==> src/rtl/spi_ctl_pkg.sv <==
// Package: shared constants, control register layout and the rate table
// for the SPI controller. Assumes an 8-bit register bus and 8-bit frames.
package spi_ctl_pkg;

    localparam int REG_W  = 8;
    localparam int ADDR_W = 2;
    localparam int HALF_W = 5;

    localparam logic [ADDR_W-1:0] ADDR_CTRL = 2'd0;
    localparam logic [ADDR_W-1:0] ADDR_STAT = 2'd1;
    localparam logic [ADDR_W-1:0] ADDR_DATA = 2'd2;

    localparam int STAT_DONE_BIT = 7;
    localparam int STAT_WCOL_BIT = 6;
    localparam int STAT_MODF_BIT = 4;

    typedef struct packed {
        logic       irq_en;
        logic       enable;
        logic       wired_or;
        logic       master;
        logic       cpol;
        logic       cpha;
        logic [1:0] rate;
    } ctrl_t;

    localparam ctrl_t CTRL_RESET = '{irq_en: 1'b0, enable: 1'b0, wired_or: 1'b0,
                                     master: 1'b0, cpol: 1'b0, cpha: 1'b1,
                                     rate: 2'b00};

    // Half of the SCK period in system clocks for each rate code.
    function automatic logic [HALF_W-1:0] half_period(input logic [1:0] rate);
        case (rate)
            2'b00:   return 5'd1;
            2'b01:   return 5'd2;
            2'b10:   return 5'd8;
            default: return 5'd16;
        endcase
    endfunction

endpackage

==> src/rtl/spi_sync.sv <==
// Module: multi-stage synchroniser for a bundle of asynchronous inputs.
// Assumes STAGES >= 2; each bit resets to its RST_VAL bit.
module spi_sync #(
    parameter int               WIDTH   = 3,
    parameter int               STAGES  = 2,
    parameter logic [WIDTH-1:0] RST_VAL = '0
) (
    input  logic             clk,
    input  logic             rst_n,
    input  logic [WIDTH-1:0] d,
    output logic [WIDTH-1:0] q
);

    logic [STAGES-1:0][WIDTH-1:0] chain;

    // Shift the inputs through the register chain.
    always_ff @(posedge clk) begin
        if (!rst_n) chain <= {STAGES{RST_VAL}};
        else        chain <= {chain[STAGES-2:0], d};
    end

    assign q = chain[STAGES-1];

endmodule

==> src/rtl/spi_clkgen.sv <==
// Module: master SCK timing. Pulses tick once per half SCK period while
// run is high; the counter restarts whenever run drops.
module spi_clkgen #(
    parameter int HALF_W = 5
) (
    input  logic              clk,
    input  logic              rst_n,
    input  logic              run,
    input  logic [HALF_W-1:0] half,
    output logic              tick
);

    logic [HALF_W-1:0] cnt;

    assign tick = run && (cnt == half - HALF_W'(1));

    // Count system clocks inside each half period.
    always_ff @(posedge clk) begin
        if (!rst_n || !run) cnt <= '0;
        else if (tick)      cnt <= '0;
        else                cnt <= cnt + HALF_W'(1);
    end

endmodule

==> src/rtl/spi_shift.sv <==
// Module: MSB-first shift engine shared by master and slave. Counts SCK
// edges, samples the serial input on sample edges (parity set by cpha),
// shifts on the others, and pulses done on the last edge together with
// the assembled byte. Assumes one edge pulse per SCK transition.
module spi_shift #(
    parameter int BYTE_W = 8
) (
    input  logic              clk,
    input  logic              rst_n,
    input  logic              load,
    input  logic [BYTE_W-1:0] load_byte,
    input  logic              start,
    input  logic              sck_edge,
    input  logic              cpha,
    input  logic              abort,
    input  logic              in_bit,
    output logic              out_bit,
    output logic              busy,
    output logic              done,
    output logic [BYTE_W-1:0] rx_byte
);

    localparam int EDGES  = 2 * BYTE_W;
    localparam int ECNT_W = $clog2(EDGES);
    localparam logic [ECNT_W-1:0] LAST_EDGE = ECNT_W'(EDGES - 1);

    logic [BYTE_W-1:0] sreg;
    logic [ECNT_W-1:0] ecnt;
    logic              active;
    logic              rx_bit;
    logic              sample_edge;
    logic              last_edge;

    assign sample_edge = (ecnt[0] == cpha);
    assign last_edge   = (ecnt == LAST_EDGE);
    assign out_bit     = sreg[BYTE_W-1];
    assign busy        = active;
    assign done        = sck_edge && last_edge && !abort;
    assign rx_byte     = {sreg[BYTE_W-2:0], (cpha ? in_bit : rx_bit)};

    // Load, count edges, sample and shift.
    always_ff @(posedge clk) begin
        if (!rst_n) begin
            sreg   <= '0;
            ecnt   <= '0;
            active <= 1'b0;
            rx_bit <= 1'b0;
        end else if (abort) begin
            ecnt   <= '0;
            active <= 1'b0;
            if (load) sreg <= load_byte;
        end else begin
            if (load)  sreg   <= load_byte;
            if (start) active <= 1'b1;
            if (sck_edge) begin
                if (sample_edge) rx_bit <= in_bit;
                if (!sample_edge && !(cpha && ecnt == '0))
                    sreg <= {sreg[BYTE_W-2:0], rx_bit};
                if (last_edge) begin
                    ecnt   <= '0;
                    active <= 1'b0;
                end else begin
                    ecnt   <= ecnt + ECNT_W'(1);
                    active <= 1'b1;
                end
            end
        end
    end

endmodule

==> src/rtl/spi_ctl.sv <==
// Module: SPI controller top. Holds the control, status and receive
// registers, the bus decode and the flag-clear sequences, and steers the
// shift engine between master (internal SCK) and slave (synchronised SCK).
// Assumes the bus strobes last one cycle; reads return data combinationally
// and apply side effects on the clock edge.
module spi_ctl
    import spi_ctl_pkg::*;
#(
    parameter int SYNC_STAGES = 2
) (
    input  logic              clk,
    input  logic              rst_n,
    input  logic [ADDR_W-1:0] bus_addr,
    input  logic              bus_wr,
    input  logic              bus_rd,
    input  logic [REG_W-1:0]  bus_wdata,
    output logic [REG_W-1:0]  bus_rdata,
    output logic              irq,
    output logic              sck_o,
    output logic              mosi_o,
    output logic              miso_o,
    input  logic              sck_i,
    input  logic              mosi_i,
    input  logic              miso_i,
    input  logic              ss_n_i
);

    ctrl_t             ctrl;
    logic              spif, wcol, modf;
    logic              wcol_arm, modf_arm;
    logic [REG_W-1:0]  rx_buf;
    logic [2:0]        sync_q;
    logic              ss_s, sck_s, mosi_s, sck_d;
    logic              sck_q;
    logic              is_master, is_slave, modf_hit;
    logic              ctrl_wr, stat_rd, data_wr, data_rd;
    logic              busy, done, out_bit, m_tick, s_edge, sck_edge, abort, load;
    logic [REG_W-1:0]  rx_byte;

    spi_sync #(.WIDTH(3), .STAGES(SYNC_STAGES), .RST_VAL(3'b100)) u_sync (
        .clk(clk), .rst_n(rst_n), .d({ss_n_i, sck_i, mosi_i}), .q(sync_q)
    );
    assign {ss_s, sck_s, mosi_s} = sync_q;

    assign is_master = ctrl.enable && ctrl.master;
    assign is_slave  = ctrl.enable && !ctrl.master;
    assign modf_hit  = is_master && !ss_s;

    assign ctrl_wr = bus_wr && (bus_addr == ADDR_CTRL);
    assign data_wr = bus_wr && (bus_addr == ADDR_DATA);
    assign stat_rd = bus_rd && (bus_addr == ADDR_STAT);
    assign data_rd = bus_rd && (bus_addr == ADDR_DATA);

    spi_clkgen #(.HALF_W(HALF_W)) u_clkgen (
        .clk(clk), .rst_n(rst_n), .run(is_master && busy),
        .half(half_period(ctrl.rate)), .tick(m_tick)
    );

    assign s_edge   = is_slave && !ss_s && (sck_s != sck_d);
    assign sck_edge = is_master ? m_tick : s_edge;
    assign abort    = !ctrl.enable || modf_hit || (is_slave && ss_s);
    assign load     = data_wr && !busy;

    spi_shift #(.BYTE_W(REG_W)) u_shift (
        .clk(clk), .rst_n(rst_n), .load(load), .load_byte(bus_wdata),
        .start(load && is_master), .sck_edge(sck_edge), .cpha(ctrl.cpha),
        .abort(abort), .in_bit(is_master ? miso_i : mosi_s),
        .out_bit(out_bit), .busy(busy), .done(done), .rx_byte(rx_byte)
    );

    // Control register, mode-fault takeover and the master SCK level.
    always_ff @(posedge clk) begin
        if (!rst_n) begin
            ctrl  <= CTRL_RESET;
            sck_d <= 1'b0;
            sck_q <= 1'b0;
        end else begin
            sck_d <= sck_s;
            if (ctrl_wr) ctrl <= ctrl_t'(bus_wdata);
            if (modf_hit) begin
                ctrl.master <= 1'b0;
                ctrl.enable <= 1'b0;
            end
            if (is_master && busy) begin
                if (m_tick) sck_q <= ~sck_q;
            end else begin
                sck_q <= ctrl.cpol;
            end
        end
    end

    // Status flags, their clear sequences and the receive buffer.
    always_ff @(posedge clk) begin
        if (!rst_n) begin
            spif     <= 1'b0;
            wcol     <= 1'b0;
            modf     <= 1'b0;
            wcol_arm <= 1'b0;
            modf_arm <= 1'b0;
            rx_buf   <= '0;
        end else begin
            if (done) begin
                spif   <= 1'b1;
                rx_buf <= rx_byte;
            end else if (data_rd) begin
                spif   <= 1'b0;
            end

            if (data_wr && busy) begin
                wcol     <= 1'b1;
                wcol_arm <= 1'b0;
            end else if (wcol_arm && (data_rd || data_wr)) begin
                wcol     <= 1'b0;
                wcol_arm <= 1'b0;
            end else if (stat_rd && wcol) begin
                wcol_arm <= 1'b1;
            end

            if (modf_hit) begin
                modf     <= 1'b1;
                modf_arm <= 1'b0;
            end else if (modf_arm && ctrl_wr) begin
                modf     <= 1'b0;
                modf_arm <= 1'b0;
            end else if (stat_rd && modf) begin
                modf_arm <= 1'b1;
            end
        end
    end

    // Read mux for the register bus.
    always_comb begin
        bus_rdata = '0;
        case (bus_addr)
            ADDR_CTRL: bus_rdata = ctrl;
            ADDR_STAT: begin
                bus_rdata[STAT_DONE_BIT] = spif;
                bus_rdata[STAT_WCOL_BIT] = wcol;
                bus_rdata[STAT_MODF_BIT] = modf;
            end
            ADDR_DATA: bus_rdata = rx_buf;
            default:   bus_rdata = '0;
        endcase
    end

    assign irq    = ctrl.irq_en && (spif || modf);
    assign sck_o  = sck_q;
    assign mosi_o = is_master ? out_bit : 1'b0;
    assign miso_o = is_slave  ? out_bit : 1'b0;

endmodule

==> config.mk <==
export PLATFORM = sky130hd
export DESIGN_NAME = spi_ctl
export DESIGN_NICKNAME = d
export VERILOG_FILES = /design/src/rtl/spi_ctl_pkg.sv /design/src/rtl/spi_sync.sv /design/src/rtl/spi_clkgen.sv /design/src/rtl/spi_shift.sv /design/src/rtl/spi_ctl.sv
export SDC_FILE = /design/constraint.sdc
export NUM_CORES = 1
export LEC_CHECK = 0
export ABC_AREA = 1
export BUFFER_PORTS_ARGS = -buffer_cell sky130_fd_sc_hd__buf_2
export CAP_MARGIN = 30
export CORE_MARGIN = 1
export CORE_UTILIZATION = 35
export CTS_BUF_LIST = sky130_fd_sc_hd__clkbuf_4
export CTS_CLUSTER_DIAMETER = 40
export DETAILED_ROUTE_END_ITERATION = 8
export PLACE_DENSITY_LB_ADDON = 0.3
export SLEW_MARGIN = 30
export SYNTH_ARGS = -nofsm -noshare
export SYNTH_HDL_FRONTEND = slang
export SYNTH_SLANG_ARGS = --single-unit
==> constraint.sdc <==
create_clock -name clk -period 2.7 [get_ports clk]
set_clock_uncertainty 0.05 [all_clocks]
set_input_delay 0.27 -clock clk [delete_from_list [all_inputs] [get_ports clk]]
set_output_delay 0.27 -clock clk [all_outputs]
set_load 0.02 [all_outputs]
==> results by group, run 1 <==
Run status
  • Outcome: finished with violations
  • Violated checks: DRC

Placed design
  • Gpl congestion: 0.800
  • Post-placement setup slack: 0.496 ns
  • Placement-stage cell area: 2550 µm²
  • Post-DP HPWL: 3.97 mm
  • Placed cells: 446
  • I/O Buffers: 29

Critical path
  • Critical Path End Type: register
  • Crit path launch type: register
  • FF-to-FF Start: ctrl[0]
  • Worst path required time: 2.91 ns
  • Crit-path max cell delay: 0.39 ns
  • Worst path bufs/invs: 1
  • Worst Path Arrival: 2.44 ns
  • Crit path cell chain: nor2_2 > inv_1 > ha_1 > nand2_1 > nand3_1 > nor2_4 > nand3_2 > nand2_2 > nand3_2 > nor2_1 > nor2_1
  • R2R depth: 11
  • Slowest CP cell: dfxtp_1
  • Top delay family on crit path: simple AND/OR/NAND/NOR gates
  • Worst Path Class, Setup: reg -> reg
  • Worst R2R Setup Slack: 0.47 ns
  • R2r endpoint: u_shift.sreg[7]
  • Max FO, Critical Path: 16

Synthesis
  • Avg Cell Area, Syn: 6.77 µm²
  • Post-Syn Nets: 370
  • Post-synth EDFFs: 0
  • Cells after synthesis: 348
  • Post-synthesis sequential area ratio: 0.408
  • Synth async-reset ratio: 0
  • Synth cell types: 32
  • Yosys reg bits: 48
  • Synth top area share: 0.408
  • Main area contributors after synthesis: dfxtp_1 (41%), nand2_1 (13%), nor2_1 (9.6%)
  • Synth Flop Type: dfxtp_1
  • Synthesis warning total: 0
  • Post-synth top cells: nand2_1 (82), nor2_1 (60), inv_1 (57)
  • Synth area leader: dfxtp_1
  • Most numerous cell in the Yosys netlist: nand2_1
  • Synth Cell Area: 2350 µm²

Clock network
  • Post-CTS sizing: 0
  • Clock sink total: 48
  • CTS tree: yes
  • Clock slew at reported path FFs: 0.14 ns
  • CTS Hold Bufs: 0
  • Clk_lat worst skew: 0.36 ns
  • Post-CTS setup buffer count: 0
  • Longest Clk Path Bufs: 2
  • Htree depth: 2
  • Root buffer cell: clkbuf_4
  • TritonCTS buffer count: 5

Global routing
  • First-pass GRT wire length: 9.09 mm
  • Vias in the first global route: 1904
  • Largest net degree at the start of global routing: 30
  • Tot GR Track Use: 0.165
  • Overflow after GRT: 0
  • Initial antenna violation count: 0

Worst hold path
  • Hold path start: mosi_i
  • Hold WC Path Type: in -> reg
  • Worst Hold Path Cells: 3
  • Worst Hold End: u_sync.chain[0]

Detailed routing
  • Met2 routed WL: 2.31 mm
  • Routed WL per cell: 11.9 µm
  • Final wirelength: 5.39 mm
  • Via density: 4.65
  • Length of routed wiring on met1: 2.74 mm
  • DRT Pass-1 Iters: 6
  • Post-route ant nets: 0
  • DRC: 6
  • Detailed Route Iter0 Violations: 130
  • Vias: 2113
  • Met3 WL post-DR: 274 µm
  • Top layer in use: met4

STA
  • Clock period minus worst slack: 2.23 ns
  • Fin crit share: 0.825
  • # setup viols final: 0
  • RSZ-0062 raised after global routing: false
  • Slew @ Worst Pin: 0.398 ns
  • Hold WS: 0.0392 ns
  • Final Hold Violating Endpoints: 0
  • Final WS setup: 0.472 ns
  • FMAX: 449 MHz
  • Slew headroom: 0.734
  • Setup_tns: 0 ns
  • Max Transition Viols Final: 0

Floorplan
  • Die area: 7060 µm²
  • Core Area: 6420 µm²
  • Ports: 30
  • Starting density of the core: 0.367
  • Die W: 84.0 µm
  • Cell Rows: 29
  • Die height: 84.0 µm

Power and ir drop
  • Power consumption: 1.27 mW
  • Sw Share: 0.240
  • Sequential share of power: 0.578
  • Gate power share: 0.088
  • Clock power frac: 0.335
  • NetSw: 0.305 mW
  • Worst vdd ir: 0.211 mV
  • Pwr/cell area: 484 nW/µm²
  • Lkg Pwr: 1.30 nW
  • Power Internal: 0.967 mW

Final layout
  • Layout cells sized above 1: 0.149
  • Area Growth Syn to Fin: 11.7%
  • Final #Nets: 398
  • Finished Layout Cells: 454
  • Layout Utilization: 0.410
  • Cell area after layout: 2630 µm²
  • Number of diodes: 0

Run
  • Max_cap viols: 0
## worst min-delay path, stage by stage
cell and delay, ns:
buf_2 0.07, nand2_1 0.04, inv_1 0.04
## cells by family after synthesis
logic type | after synthesis | share of synthesized area
buffers and inverters | 67 | 0.115
AO/OA/AOI/OAI | 42 | 0.101
adder cells (fa/ha/maj) | 4 | 0.0213
flip-flops | 48 | 0.408
multiplexers | 1 | 0.00425
AND/OR/NAND/NOR | 181 | 0.332
XOR/XNOR | 5 | 0.0186
## how the worst max path moves through the flow
stage                 start              end  slack, ns  depth (start not counted)
floorplan           ctrl[0]        rx_buf[0]       0.81                         13
global placement    ctrl[0]  u_shift.sreg[5]       0.60                         11
detailed placement  ctrl[0]  u_shift.sreg[7]       0.50                         11
CTS                 ctrl[0]  u_shift.sreg[7]       0.48                         11
global route        ctrl[0]  u_shift.sreg[3]       0.20                         12
finish              ctrl[0]  u_shift.sreg[7]       0.47                         11
## registers in the layout, indices dropped and copies added, names as in the netlist
| signal | flops |
|---|---|
| u_shift.sreg | 8 |
| modf | 1 |
| wcol | 1 |
| u_shift.rx_bit | 1 |
| sck_o | 1 |
| wcol_arm | 1 |
| u_shift.ecnt | 4 |
| ctrl | 8 |
| u_sync.chain | 3 |
| sck_d | 1 |
| u_shift.busy | 1 |
| spif | 1 |
| u_clkgen.cnt | 5 |
| rx_buf | 8 |
| u_sync.q | 3 |
| modf_arm | 1 |
## layer usage
| layer | up-vias | track usage |
|---|---|---|
| li1 | 1126 | - |
| met1 | 936 | 0.233 |
| met2 | 47 | 0.247 |
| met3 | 4 | 0.0307 |
| met4 | 0 | 0.0627 |
| met5 | - | 0 |
## cell type report
class                   count  area (µm²)
inverters                  58         218
multi-input cells         233        1120
well taps                  77        96.3
repair buffers             30         153
fillers                   682        3790
flip-flops and latches     48         961
clock buffers               6        45.0
clock inverters             2        35.0
## power by group through the flow
stage          clock, mW  sequential (mW)  combinational, mW
2_1_floorplan          0            0.748             0.0747
3_3_place_gp           0            0.751              0.110
3_5_place_dp           0            0.751              0.111
4_1_cts            0.445            0.735              0.112
5_1_grt            0.479            0.738              0.126
6_report           0.426            0.735              0.112
## cell usage in the layout (no fill, tap or decap)
| cell | count |
|---|---|
| bufinv_16 | 1 |
| nor3b_1 | 1 |
| dfxtp_1 | 48 |
| or2_2 | 3 |
| inv_1 | 57 |
| nor2_4 | 1 |
| xnor2_1 | 1 |
| xor2_1 | 4 |
| a31oi_1 | 2 |
| buf_2 | 29 |
| o21a_1 | 1 |
| o211ai_1 | 1 |
| o21ai_0 | 19 |
| o221ai_1 | 3 |
| nor2_1 | 60 |
| nor2_2 | 6 |
| mux2i_1 | 1 |
| a2111oi_0 | 1 |
| nand4_1 | 1 |
| nor3_1 | 2 |
| nand3_1 | 18 |
| nand2_1 | 82 |
| a21oi_1 | 12 |
| inv_2 | 1 |
| a211oi_1 | 1 |
| ha_1 | 4 |
| nand3_4 | 1 |
| clkinv_2 | 1 |
| buf_4 | 1 |
| nand2_2 | 3 |
| clkbuf_4 | 6 |
| o22ai_1 | 2 |
| nand3_2 | 3 |
No activity file was read; power rests on OpenSTA's default activity.
==> inputs of run 2 (changes only) <==
clock period = 1.8 ns   (was 2.7 ns; I/O delays follow)
==> run 2 against run 1 <==
  * The flow finishes with violations (DRC, setup timing)
  * Worst setup slack got worse by 0.55 ns
  * Count of clock-buffer cells in the layout is 1 higher
  * Final cell count rose by 4.2%
  * Hold slack got worse by 0.029 ns
  * Largest power group unchanged
==> results by group, run 2 (synthesis results as in run 1) <==
Run status
  • Outcome: finished with violations
  • Violated checks: DRC, setup timing

Final layout
  • Most common cell after layout, fill and taps aside: nand2_1
  • Biggest regs: ctrl x8, rx_buf x8, u_shift.sreg x8
  • Final #Nets: 417 (+4.8%)
  • Area Growth Syn to Fin: 24.9%
  • Cell area after layout: 2940 µm² (+12%)
  • Commonest cells after routing, fill and taps aside: nand2_1 (70), nor2_1 (55), inv_1 (53)
  • Number of diodes: 0 (unchanged)
  • Layout Utilization: 0.458 (+0.0483)
  • Filler cell count: 646 (-5.3%)
  • Layout cells sized above 1: 0.250 (+0.101)

Floorplan
  • Die area: 7060 µm² (unchanged)
  • Core Area: 6420 µm² (unchanged)
  • Die height: 84.0 µm (unchanged)
  • Starting density of the core: 0.367 (unchanged)
  • Cell Rows: 29 (unchanged)
  • Ports: 30 (unchanged)
  • Die W: 84.0 µm (unchanged)

Clock network
  • Clock slew at reported path FFs: 0.13 ns (about the same)
  • TritonCTS buffer count: 5 (unchanged)
  • Clk_lat worst skew: 0.36 ns (about the same)
  • Root buffer cell: clkbuf_4
  • CTS tree: yes
  • Longest Clk Path Bufs: 2 (unchanged)
  • Clock sink total: 48 (unchanged)
  • Htree depth: 2 (unchanged)

Detailed routing
  • Detailed Route Iter0 Violations: 126 (-3.1%)
  • Vias: 2183 (+3.3%)
  • DRT Pass-1 Iters: 9 (+3)
  • Post-route ant nets: 0 (unchanged)
  • Routed WL per cell: 12.2 µm (+2.9%)
  • DRC: 3 (-3)
  • Via density: 4.62 (-0.84%)
  • Final wirelength: 5.78 mm (+7.2%)

Placed design
  • Gpl congestion: 0.839 (+4.9%)
  • Post-DP HPWL: 4.07 mm (+2.4%)
  • I/O Buffers: 29 (unchanged)
  • Placement-stage cell area: 2650 µm² (+4.0%)

STA
  • FMAX: 533 MHz (+19%)
  • Slew @ Worst Pin: 0.355 ns (-0.0430 ns)
  • Fin crit share: 1.04 (+0.217)
  • RSZ-0062 raised after global routing: true
  • # setup viols final: 16 (+16)
  • Clock period minus worst slack: 1.88 ns (-0.351 ns)
  • Final WS setup: -0.0767 ns (-0.549 ns)
  • Slew headroom: 0.763 (+0.0287)
  • Final Hold Violating Endpoints: 0 (unchanged)
  • Max Transition Viols Final: 0 (unchanged)

Critical path
  • Crit-path max cell delay: 0.38 ns (about the same)
  • Worst R2R Setup Slack: -0.08 ns (-0.55 ns)
  • Critical Path End Type: register
  • Max FO, Critical Path: 8 (-8)
  • Crit path cell chain: nor2_4 > inv_2 > ha_4 > inv_2 > nand2_2 > nand3_2 > nor2_4 > nand3_2 > nand2_4 > buf_12 > nand3_4 > nor2_1 > nor2_1
  • R2r endpoint: rx_buf[0]
  • Slowest CP cell: dfxtp_4
  • Worst Path Class, Setup: reg -> reg
  • Crit. Startpoint: ctrl[1]
  • Worst Path Arrival: 2.10 ns (-0.34 ns)
  • Crit path launch type: register
  • R2R depth: 13 (+2)
  • FF-to-FF Start: ctrl[1]
  • Worst path required time: 2.02 ns (-0.89 ns)

Global routing
  • Overflow after GRT: 0 (unchanged)
  • Vias in the first global route: 1938 (+1.8%)
  • Tot GR Track Use: 0.164 (-0.00116)
  • First-pass GRT wire length: 8.98 mm (-1.2%)
  • Initial antenna violation count: 0 (unchanged)
  • Largest net degree at the start of global routing: 30 (unchanged)

Worst hold path
  • Hold path start: bus_wdata[5]
  • Hold WC Path Type: in -> reg
  • Worst Hold End: ctrl[5]
  • Worst Hold Path Cells: 3 (unchanged)

Power and ir drop
  • Worst vdd ir: 0.255 mV (+21%)
  • Lkg Pwr: 1.39 nW (+7.3%)
  • Power consumption: 1.81 mW (+42%)
  • Pwr/cell area: 617 nW/µm² (+27%)

Run
  • Max_cap viols: 0 (unchanged)
==> run 2: through the flow <==
stage	hold slack, ns	setup TNS (ns)	worst slack (ns)	instances
6_report	0.0107	-0.709	-0.0767	473
3_5_place_dp	0.321	-0.281	-0.0541	457
5_1_grt	0.0233	-3.30	-0.182	473
3_3_place_gp	0.318	-0.0233	-0.0233	457
2_1_floorplan	0.228	-0.134	-0.0168	348
4_1_cts	0.00875	-0.440	-0.0449	468
==> run 2: how the worst max path moves through the flow <==
stage | to | slack, ns
after floorplan | rx_buf[0] | -0.02
after global placement | u_shift.busy | -0.02
after CTS | rx_buf[1] | -0.04
after global routing | u_shift.sreg[7] | -0.18
after detailed placement | u_shift.busy | -0.05
final | rx_buf[0] | -0.08
==> run 2: critical path, delay by kind of cell, from the launching register on <==
kind / cells / cell delay, ns
adder cells (fa/ha/maj): 1 / 0.26
buffers and inverters: 3 / 0.21
flip-flops: 1 / 0.38
AND/OR/NAND/NOR: 9 / 0.88
==> run 2: repair_timing <==
action,in CTS,in global routing
hold buffers,3,0
endpoints found under the hold margin,3,0
setup endpoints to repair,21,24
setup buffers,0,2
gates resized for setup,3,35
cloned,0,3
pin swaps,1,10
==> run 2: per-layer routing <==
| metal | part of all wire | global-route usage |
|---|---|---|
| met5 | 0 | 0 |
| met4 | 0.011 | 0.0564 |
| met3 | 0.046 | 0.0396 |
| met2 | 0.44 | 0.246 |
| met1 | 0.50 | 0.228 |
==> run 2: final cells by class <==
cell class	count	area (µm²)	share of cell area
Clock inverter	1	3.75	0.00128
Multi-Input combinational cell	235	1270	0.431
Timing Repair Buffer	47	334	0.114
Sequential cell	48	966	0.329
Inverter	58	220	0.0749
Clock buffer	7	52.6	0.0179
Tap cell	77	96.3	0.0328
==> run 2: power by group <==
group	switching, mW	leakage (nW)	internal (mW)
Combinational	0.121	0.969	0.0835
Clock	0.324	0.0338	0.181
Sequential	0.0195	0.391	1.08
